File: config.mk
export PLATFORM = sky130hd
export DESIGN_NAME = jk_shift_reg
export DESIGN_NICKNAME = d
export VERILOG_FILES = /design/src/rtl/jks_pkg.sv /design/src/rtl/jks_head.sv /design/src/rtl/jks_tail.sv /design/src/rtl/jk_shift_reg.sv
export SDC_FILE = /design/constraint.sdc
export NUM_CORES = 1
export LEC_CHECK = 0
export CAP_MARGIN = 20
export CORE_AREA = 2 2 39 41
export DETAILED_ROUTE_END_ITERATION = 12
export DIE_AREA = 0 0 41 43
export GPL_TIMING_DRIVEN = 0
export HOLD_SLACK_MARGIN = 0.03
export MAX_ROUTING_LAYER = met4
export SLEW_MARGIN = 10
export SYNTH_ARGS = -nofsm -noshare
export SYNTH_HDL_FRONTEND = slang
export SYNTH_SLANG_ARGS = --single-unit
File: constraint.sdc
create_clock -name clk -period 1.1 [get_ports clk]
set_clock_uncertainty 0.05 [all_clocks]
set_input_delay 0.22 -clock clk [delete_from_list [all_inputs] [get_ports clk]]
set_output_delay 0.22 -clock clk [all_outputs]
set_load 0.1 [all_outputs]
File: src/rtl/jks_pkg.sv
package jks_pkg;

  // Serial head action, indexed by {ser_j, ser_kn}
  typedef enum logic [1:0] {
    HEAD_ZERO = 2'b00,
    HEAD_KEEP = 2'b01,
    HEAD_FLIP = 2'b10,
    HEAD_ONE  = 2'b11
  } head_op_e;

  function automatic head_op_e decode_head(input logic j, input logic kn);
    return head_op_e'({j, kn});
  endfunction

  function automatic logic head_next(input head_op_e op, input logic cur);
    logic r;
    case (op)
      HEAD_ZERO: r = 1'b0;
      HEAD_KEEP: r = cur;
      HEAD_FLIP: r = ~cur;
      default:   r = 1'b1;
    endcase
    return r;
  endfunction

endpackage

File: src/rtl/jks_head.sv
module jks_head
  import jks_pkg::*;
(
  input  logic clk,
  input  logic clr_n,
  input  logic shift_en,
  input  logic ser_j,
  input  logic ser_kn,
  input  logic load_bit,
  output logic q_head
);

  head_op_e head_op;
  logic     head_shift_val;

  assign head_op        = decode_head(ser_j, ser_kn);
  assign head_shift_val = head_next(head_op, q_head);

  always_ff @(posedge clk or negedge clr_n) begin
    if (!clr_n) q_head <= 1'b0;
    else        q_head <= shift_en ? head_shift_val : load_bit;
  end

  assert_head_keep_R6: assert property (@(posedge clk) disable iff (!clr_n)
    (shift_en && !ser_j && ser_kn) |=> (q_head == $past(q_head)));

  assert_head_zero_R7: assert property (@(posedge clk) disable iff (!clr_n)
    (shift_en && !ser_j && !ser_kn) |=> (q_head == 1'b0));

  assert_head_one_R8: assert property (@(posedge clk) disable iff (!clr_n)
    (shift_en && ser_j && ser_kn) |=> (q_head == 1'b1));

  assert_head_flip_R9: assert property (@(posedge clk) disable iff (!clr_n)
    (shift_en && ser_j && !ser_kn) |=> (q_head != $past(q_head)));

endmodule

File: src/rtl/jks_tail.sv
module jks_tail #(
  parameter int WIDTH = 4
) (
  input  logic             clk,
  input  logic             clr_n,
  input  logic             shift_en,
  input  logic             q_head,
  input  logic [WIDTH-1:1] load_bits,
  output logic [WIDTH-1:1] q_tail
);

  localparam int TAIL_LEN = WIDTH - 1;

  logic [WIDTH-1:0] chain_prev;
  assign chain_prev = {q_tail, q_head};

  for (genvar i = 1; i < WIDTH; i++) begin : g_stage
    logic stage_q;
    always_ff @(posedge clk or negedge clr_n) begin
      if (!clr_n) stage_q <= 1'b0;
      else        stage_q <= shift_en ? chain_prev[i-1] : load_bits[i];
    end
    assign q_tail[i] = stage_q;
  end

  assert_tail_move_R5: assert property (@(posedge clk) disable iff (!clr_n)
    shift_en |=> (q_tail == $past(chain_prev[TAIL_LEN-1:0])));

endmodule

File: src/rtl/jk_shift_reg.sv
module jk_shift_reg #(
  parameter int WIDTH = 4
) (
  input  logic             clk,
  input  logic             clr_n,
  input  logic             shift_en,
  input  logic             ser_j,
  input  logic             ser_kn,
  input  logic [WIDTH-1:0] par_d,
  output logic [WIDTH-1:0] q,
  output logic             q_last_n
);

  logic             q_head;
  logic [WIDTH-1:1] q_tail;
  logic             load_evt;

  assign load_evt = !shift_en;

  jks_head u_head (
    .clk      (clk),
    .clr_n    (clr_n),
    .shift_en (shift_en),
    .ser_j    (ser_j),
    .ser_kn   (ser_kn),
    .load_bit (par_d[0]),
    .q_head   (q_head)
  );

  jks_tail #(.WIDTH(WIDTH)) u_tail (
    .clk       (clk),
    .clr_n     (clr_n),
    .shift_en  (shift_en),
    .q_head    (q_head),
    .load_bits (par_d[WIDTH-1:1]),
    .q_tail    (q_tail)
  );

  assign q        = {q_tail, q_head};
  assign q_last_n = ~q[WIDTH-1];

  assert_load_capture_R3: assert property (@(posedge clk) disable iff (!clr_n)
    load_evt |=> (q == $past(par_d)));

  // serial pair that would flip the head is ignored while loading
  assert_load_ignores_serial_R4: assert property (@(posedge clk) disable iff (!clr_n)
    (load_evt && ser_j && !ser_kn) |=> (q[0] == $past(par_d[0])));

endmodule

==> results.md, run 1 <==
* DRC at 0
* H-tree depth at 1
* Crit path DAT at 920 ps
* Worst vdd ir at 0.000549 V
* Crit-path slowest cell: dfrtp_1
* Finished Layout Cells at 47
* Layout fillers at 142
* Antenna Nets Post-Route at 0
* Multi-input gate area at 52.6 um^2
* Critical path launch point type: flip-flop
* PortBufs at 13
* Setup-failing EPs final at 4
* Syn. warnings at 0
* Iteration-0 DRC Markers at 0
* Sw frac at 0.368
* Power share of the sequential group at 0.269
* Pint at 0.413 mW
* Synth cell count leaders: 4 x buf_4, 4 x dfrtp_1, 3 x mux2_2
* Gpl congestion at 0.675
* DR vias/cell at 3.49
* Die H at 43 um
* Post-layout util at 0.305
* # rows at 14
* Switching pwr at 0.240 mW
* Num CTS Buffers at 3
* Num ports at 14
* ANT cells at 0
* Vias at 164
* Worst-path fanout max at 2
* Die Wd at 41 um
* Synthesized flop and latch total at 4
* Pre-antenna DRT Iters at 1
* CTS tree: done
* Cell Chain, Critical Path: buf_6 > buf_12
* Drt wl/cell at 8.91 um
* Total power at 0.653 mW
* Failing checks: setup timing
* Final min period at 1190 ps
* Largest net degree at the start of global routing at 6
* Mapped Avg Cell Area at 12.4 um^2
* Clock root buffer: clkbuf_4
* Worst-Margin Slew at 214 ps
* Cell family with most CP delay: flip-flops
* Leak at 0.190 nW
* Crit share post-route at 1.08
* Starting Density at 0.135
* Clock transition at the registers of the reported paths at 40 ps
* Post-synth top area cell: dfrtp_1
* Status: complete, but fails checks
* Area growth syn-to-layout at 126%
* Nets@finish at 42
* Worst Path Required at 830 ps
* Mapped cell area at 186 um^2
* RSZ-0062 raised after global routing: yes
* CORE AREA at 1380 um^2
* Distinct cells, synth at 7
* Clk Latency, worst-skew pair at 230 ps
* Slew HR at 0.857
* Initial antenna violation count at 0
* CP Class: flip-flop to primary output
* GR Overflow Total at 0
* Clk buf depth at 2
* Reg area at 100 um^2
* Fmax at 0.841 GHz
* Main synth FF type: dfrtp_1
* CTS sink cnt at 4
* Share of cells above drive strength 1 at 0.516
* Ranking of synthesized cells by area: dfrtp_1 54%, mux2_2 18%, buf_4 16%
* Syn Nets at 24
* Crit end category: primary output
* Syn Inst Count at 15
* Ys async rst share at 1.00
* Fin. Hold Viols at 0
* Final wirelength at 419 um
* Gate power share at 0.457
* Cell area power density at 1550 nW/um^2
* WP buf/inv at 2
* Worst setup margin at -88.6 ps
* Die ar. at 1760 um^2
* First-pass GRT wire length at 634 um
* Clock power share at 0.274
* Slew Viols, Final at 0
* CP max stage delay at 400 ps
* EDFF count, synth at 0
* Total GRT Usage at 0.0640
* Area share of the largest cell type after synthesis at 0.537
* Post-synthesis sequential area ratio at 0.537
* Cells after DPL at 44
* Vias in the first global route at 150
* Max Cap Violations at 0
* Worst hold path type: input pin to async pin
==> power groups by stage <==
stage | Clock [mW] | Sequential [mW] | Combinational (mW)
final | 0.179 | 0.176 | 0.299
after global routing | 0.205 | 0.177 | 0.310
after CTS | 0.193 | 0.174 | 0.310
after detailed placement | 0 | 0.176 | 0.246
after global placement | 0 | 0.175 | 0.246
after floorplan | 0 | 0.173 | 0.179
==> cells in the final DEF (no fill, tap or decap) <==
cell type        instances
a21oi_1                  1
buf_12                   4
buf_4                    1
buf_6                    3
buf_8                    1
clkbuf_4                 3
clkdlybuf4s50_1          7
clkinvlp_4               1
dfrtp_1                  4
dlymetal6s2s_1           1
mux2_2                   3
mux2i_1                  1
nor2_1                   1
==> registers in the layout (all words and copies together) (netlist names) <==
signal and count:
u_tail.g_stage.stage_q 3, u_head.q_head 1
==> layout make-up <==
class,count,area share
timing repair buffer,14,0.439
inverter,1,0.0178
buffer,3,0.0801
clock buffer,3,0.0534
multi-input combinational,6,0.125
sequential,4,0.237
tap,16,0.0475
==> logic make-up (layout without fill, tap and decap cells) <==
logic type | Yosys count | after routing | synth area share
AO/OA/AOI/OAI | 1 | 1 | 0.0268
flip-flops | 4 | 4 | 0.537
AND/OR/NAND/NOR | 1 | 1 | 0.0201
multiplexers | 4 | 4 | 0.235
buffers and inverters | 5 | 21 | 0.181
==> stage by stage <==
stage,cell area [um^2],hold slack [ps],worst slack (ps),TNS (ps)
2_1_floorplan,190,-126,47.8,0
3_3_place_gp,340,389,-778,-4380
3_5_place_dp,340,394,-783,-4390
4_1_cts,430,143,-104,-411
5_1_grt,422,151,-120,-423
6_report,422,152,-88.6,-288
==> timing repair <==
item	in CTS	in global routing
hold buffers	0	0
endpoints found under the setup margin	5	8
buffers inserted	1	0
gates resized for setup	48	1
==> worst paths after layout <==
| check | end | cells after the start | start | slack (ps) |
|---|---|---|---|---|
| worst max-delay path | q[3] | 2 | u_tail.g_stage[3].stage_q$_DFF_PN0_ | -90 |
| worst min-delay path | u_tail.g_stage[2].stage_q$_DFF_PN0_ | 1 | clr_n | 150 |
| worst max register to register | u_tail.g_stage[1].stage_q$_DFF_PN0_ | 2 | u_head.q_head$_DFFE_PN0P_ | 130 |
| worst min register to register | u_tail.g_stage[2].stage_q$_DFF_PN0_ | 1 | u_tail.g_stage[1].stage_q$_DFF_PN0_ | 480 |
| max in group asynchronous | u_tail.g_stage[1].stage_q$_DFF_PN0_ | 1 | clr_n | 670 |
| min in group clk | u_head.q_head$_DFFE_PN0P_ | 2 | shift_en | 270 |
==> metal layers <==
metal / global-route usage / vias up / part of all wire
met5: - / - / 0
met4: 0.0600 / 0 / 0.014
met3: 0.0524 / 2 / 0.17
met2: 0.0625 / 14 / 0.37
met1: 0.0749 / 68 / 0.45
li1: - / 80 / -
Note: power is estimated with default switching activity, not from simulation.
==> run 2, diff against run 1 <==
- MAX_ROUTING_LAYER: met4 -> default
- RECOVER_POWER: default -> 100
==> results.md, run 2 (synthesis gave the netlist of run 1 again) <==
* Setup-failing EPs final at 4
* H-tree depth at 1
* Slew HR at 0.857
* Worst-Margin Slew at 214 ps
* CP Class: flip-flop to primary output
* Leak at 0.187 nW
* Cells after DPL at 44
* Crit share post-route at 1.08
* Clk buf depth at 2
* Starting Density at 0.135
* Die H at 43 um
* Vias in the first global route at 150
* Worst Path Required at 830 ps
* Crit path DAT at 920 ps
* Worst vdd ir at 0.000549 V
* Dpl cell area at 340 um^2
* RSZ-0062 raised after global routing: yes
* First-pass GRT wire length at 634 um
* Leading cell types in the layout, fill and taps excluded: 6 x clkdlybuf4s50_1, 4 x buf_12, 4 x dfrtp_1
* ANT cells at 0
* GR Overflow Total at 0
* Worst hold path type: input pin to async pin
* Iteration-0 DRC Markers at 0
* Die ar. at 1760 um^2
* Antenna Nets Post-Route at 0
* Pre-antenna DRT Iters at 1
* DRC at 0
* Worst setup margin at -88.6 ps
* Layout fillers at 144
* Largest registers: u_tail.g_stage.stage_q (3), u_head.q_head (1)
* Total GRT Usage at 0.0625
* Vias at 164
* Slew Viols, Final at 0
* Fmax at 0.841 GHz
* Worst-path fanout max at 2
* CORE AREA at 1380 um^2
* # hold bufs at CTS at 0
* Critical path launch point type: flip-flop
* Gpl congestion at 0.669
* Max reg flops at 3
* Finished Layout Cells at 47
* Worst r2r path cells at 3
* Cell area power density at 1550 nW/um^2
* Hold Slack at 220 ps
* Initial antenna violation count at 0
* PortBufs at 13
* Clock root buffer: clkbuf_4
* # rows at 14
* Fin. Hold Viols at 0
* CTS tree: done
* Reg area at 100 um^2
* Die Wd at 41 um
* Num ports at 14
* Final wirelength at 418 um
* Final Cell Area at 418 um^2
* CTS sink cnt at 4
* Num CTS Buffers at 3
* Failing checks: setup timing
* Largest Register: u_tail.g_stage.stage_q
* Status: complete, but fails checks
* Final min period at 1190 ps
* Share of cells above drive strength 1 at 0.484
* DR vias/cell at 3.49
* Largest net degree at the start of global routing at 6
* Multi-input gate area at 52.6 um^2
* Crit end category: primary output
* Area growth syn-to-layout at 124%
* Clock transition at the registers of the reported paths at 40 ps
* Drt wl/cell at 8.89 um
* Clk Latency, worst-skew pair at 230 ps
* Commonest non-fill, non-tap cell in the layout: clkdlybuf4s50_1
* Nets@finish at 42
* Max Cap Violations at 0
-- run 2: cell count changes in the layout (fill, tap and decap cells not counted) --
| cell | before | now |
|---|---|---|
| dlygate4sd3_1 | 0 | 1 |
| clkbuf_1 | 0 | 1 |
| clkdlybuf4s50_1 | 7 | 6 |
| buf_4 | 1 | 0 |
-- run 2: worst paths after layout --
kind                                                startpoint                                  end  slack, ps
max                        u_tail.g_stage[3].stage_q$_DFF_PN0_                                 q[3]        -90
min in group clk                                      shift_en            u_head.q_head$_DFFE_PN0P_        270
min reg2reg                u_tail.g_stage[1].stage_q$_DFF_PN0_  u_tail.g_stage[2].stage_q$_DFF_PN0_        480
max reg2reg                          u_head.q_head$_DFFE_PN0P_            u_head.q_head$_DFFE_PN0P_        100
max in group asynchronous                                clr_n  u_tail.g_stage[1].stage_q$_DFF_PN0_        600
min                                                      clr_n  u_tail.g_stage[2].stage_q$_DFF_PN0_        220
-- run 2: layout make-up --
| class | instances | area share |
|---|---|---|
| buffer | 3 | 0.0808 |
| inverter | 1 | 0.0180 |
| sequential | 4 | 0.240 |
| timing repair buffer | 14 | 0.434 |
| tap | 16 | 0.0479 |
| multi-input combinational | 6 | 0.126 |
| clock buffer | 3 | 0.0539 |
-- run 2: per-stage QoR --
step	TNS, ps	power (mW)	utilization	setup WS, ps
5_1_grt	-421	0.688	0.302	-120
3_5_place_dp	-4390	0.422	0.246	-783
4_1_cts	-411	0.677	0.311	-104
2_1_floorplan	0	0.351	-	47.8
3_3_place_gp	-4380	0.421	0.246	-778
6_report	-288	0.649	0.302	-88.6
-- run 2: power breakdown --
part           internal, mW  switching [mW]  leakage, nW
clock network         0.122          0.0568       0.0138
registers             0.163          0.0131       0.0460
logic                 0.125           0.170        0.127
total                 0.409           0.240        0.187
-- run 2: worst max-delay path: stages, from the launching register on --
cell and delay [ps]:
dfrtp_1 400, buf_6 130, buf_12 150
-- run 2: timing repair --
action | in CTS | in global routing
gates resized for setup | 48 | 1
setup buffers | 1 | 0
cloned | 0 | 0
endpoints found under the setup margin | 5 | 8
-- run 2: per-layer routing --
layer  vias to the layer above  GRT usage  wire, um
met3                         2     0.0524        70
met2                        14     0.0625       153
met4                         0     0.0600         6
met5                         -          0         0
li1                         80          -         -
met1                        68     0.0749       188
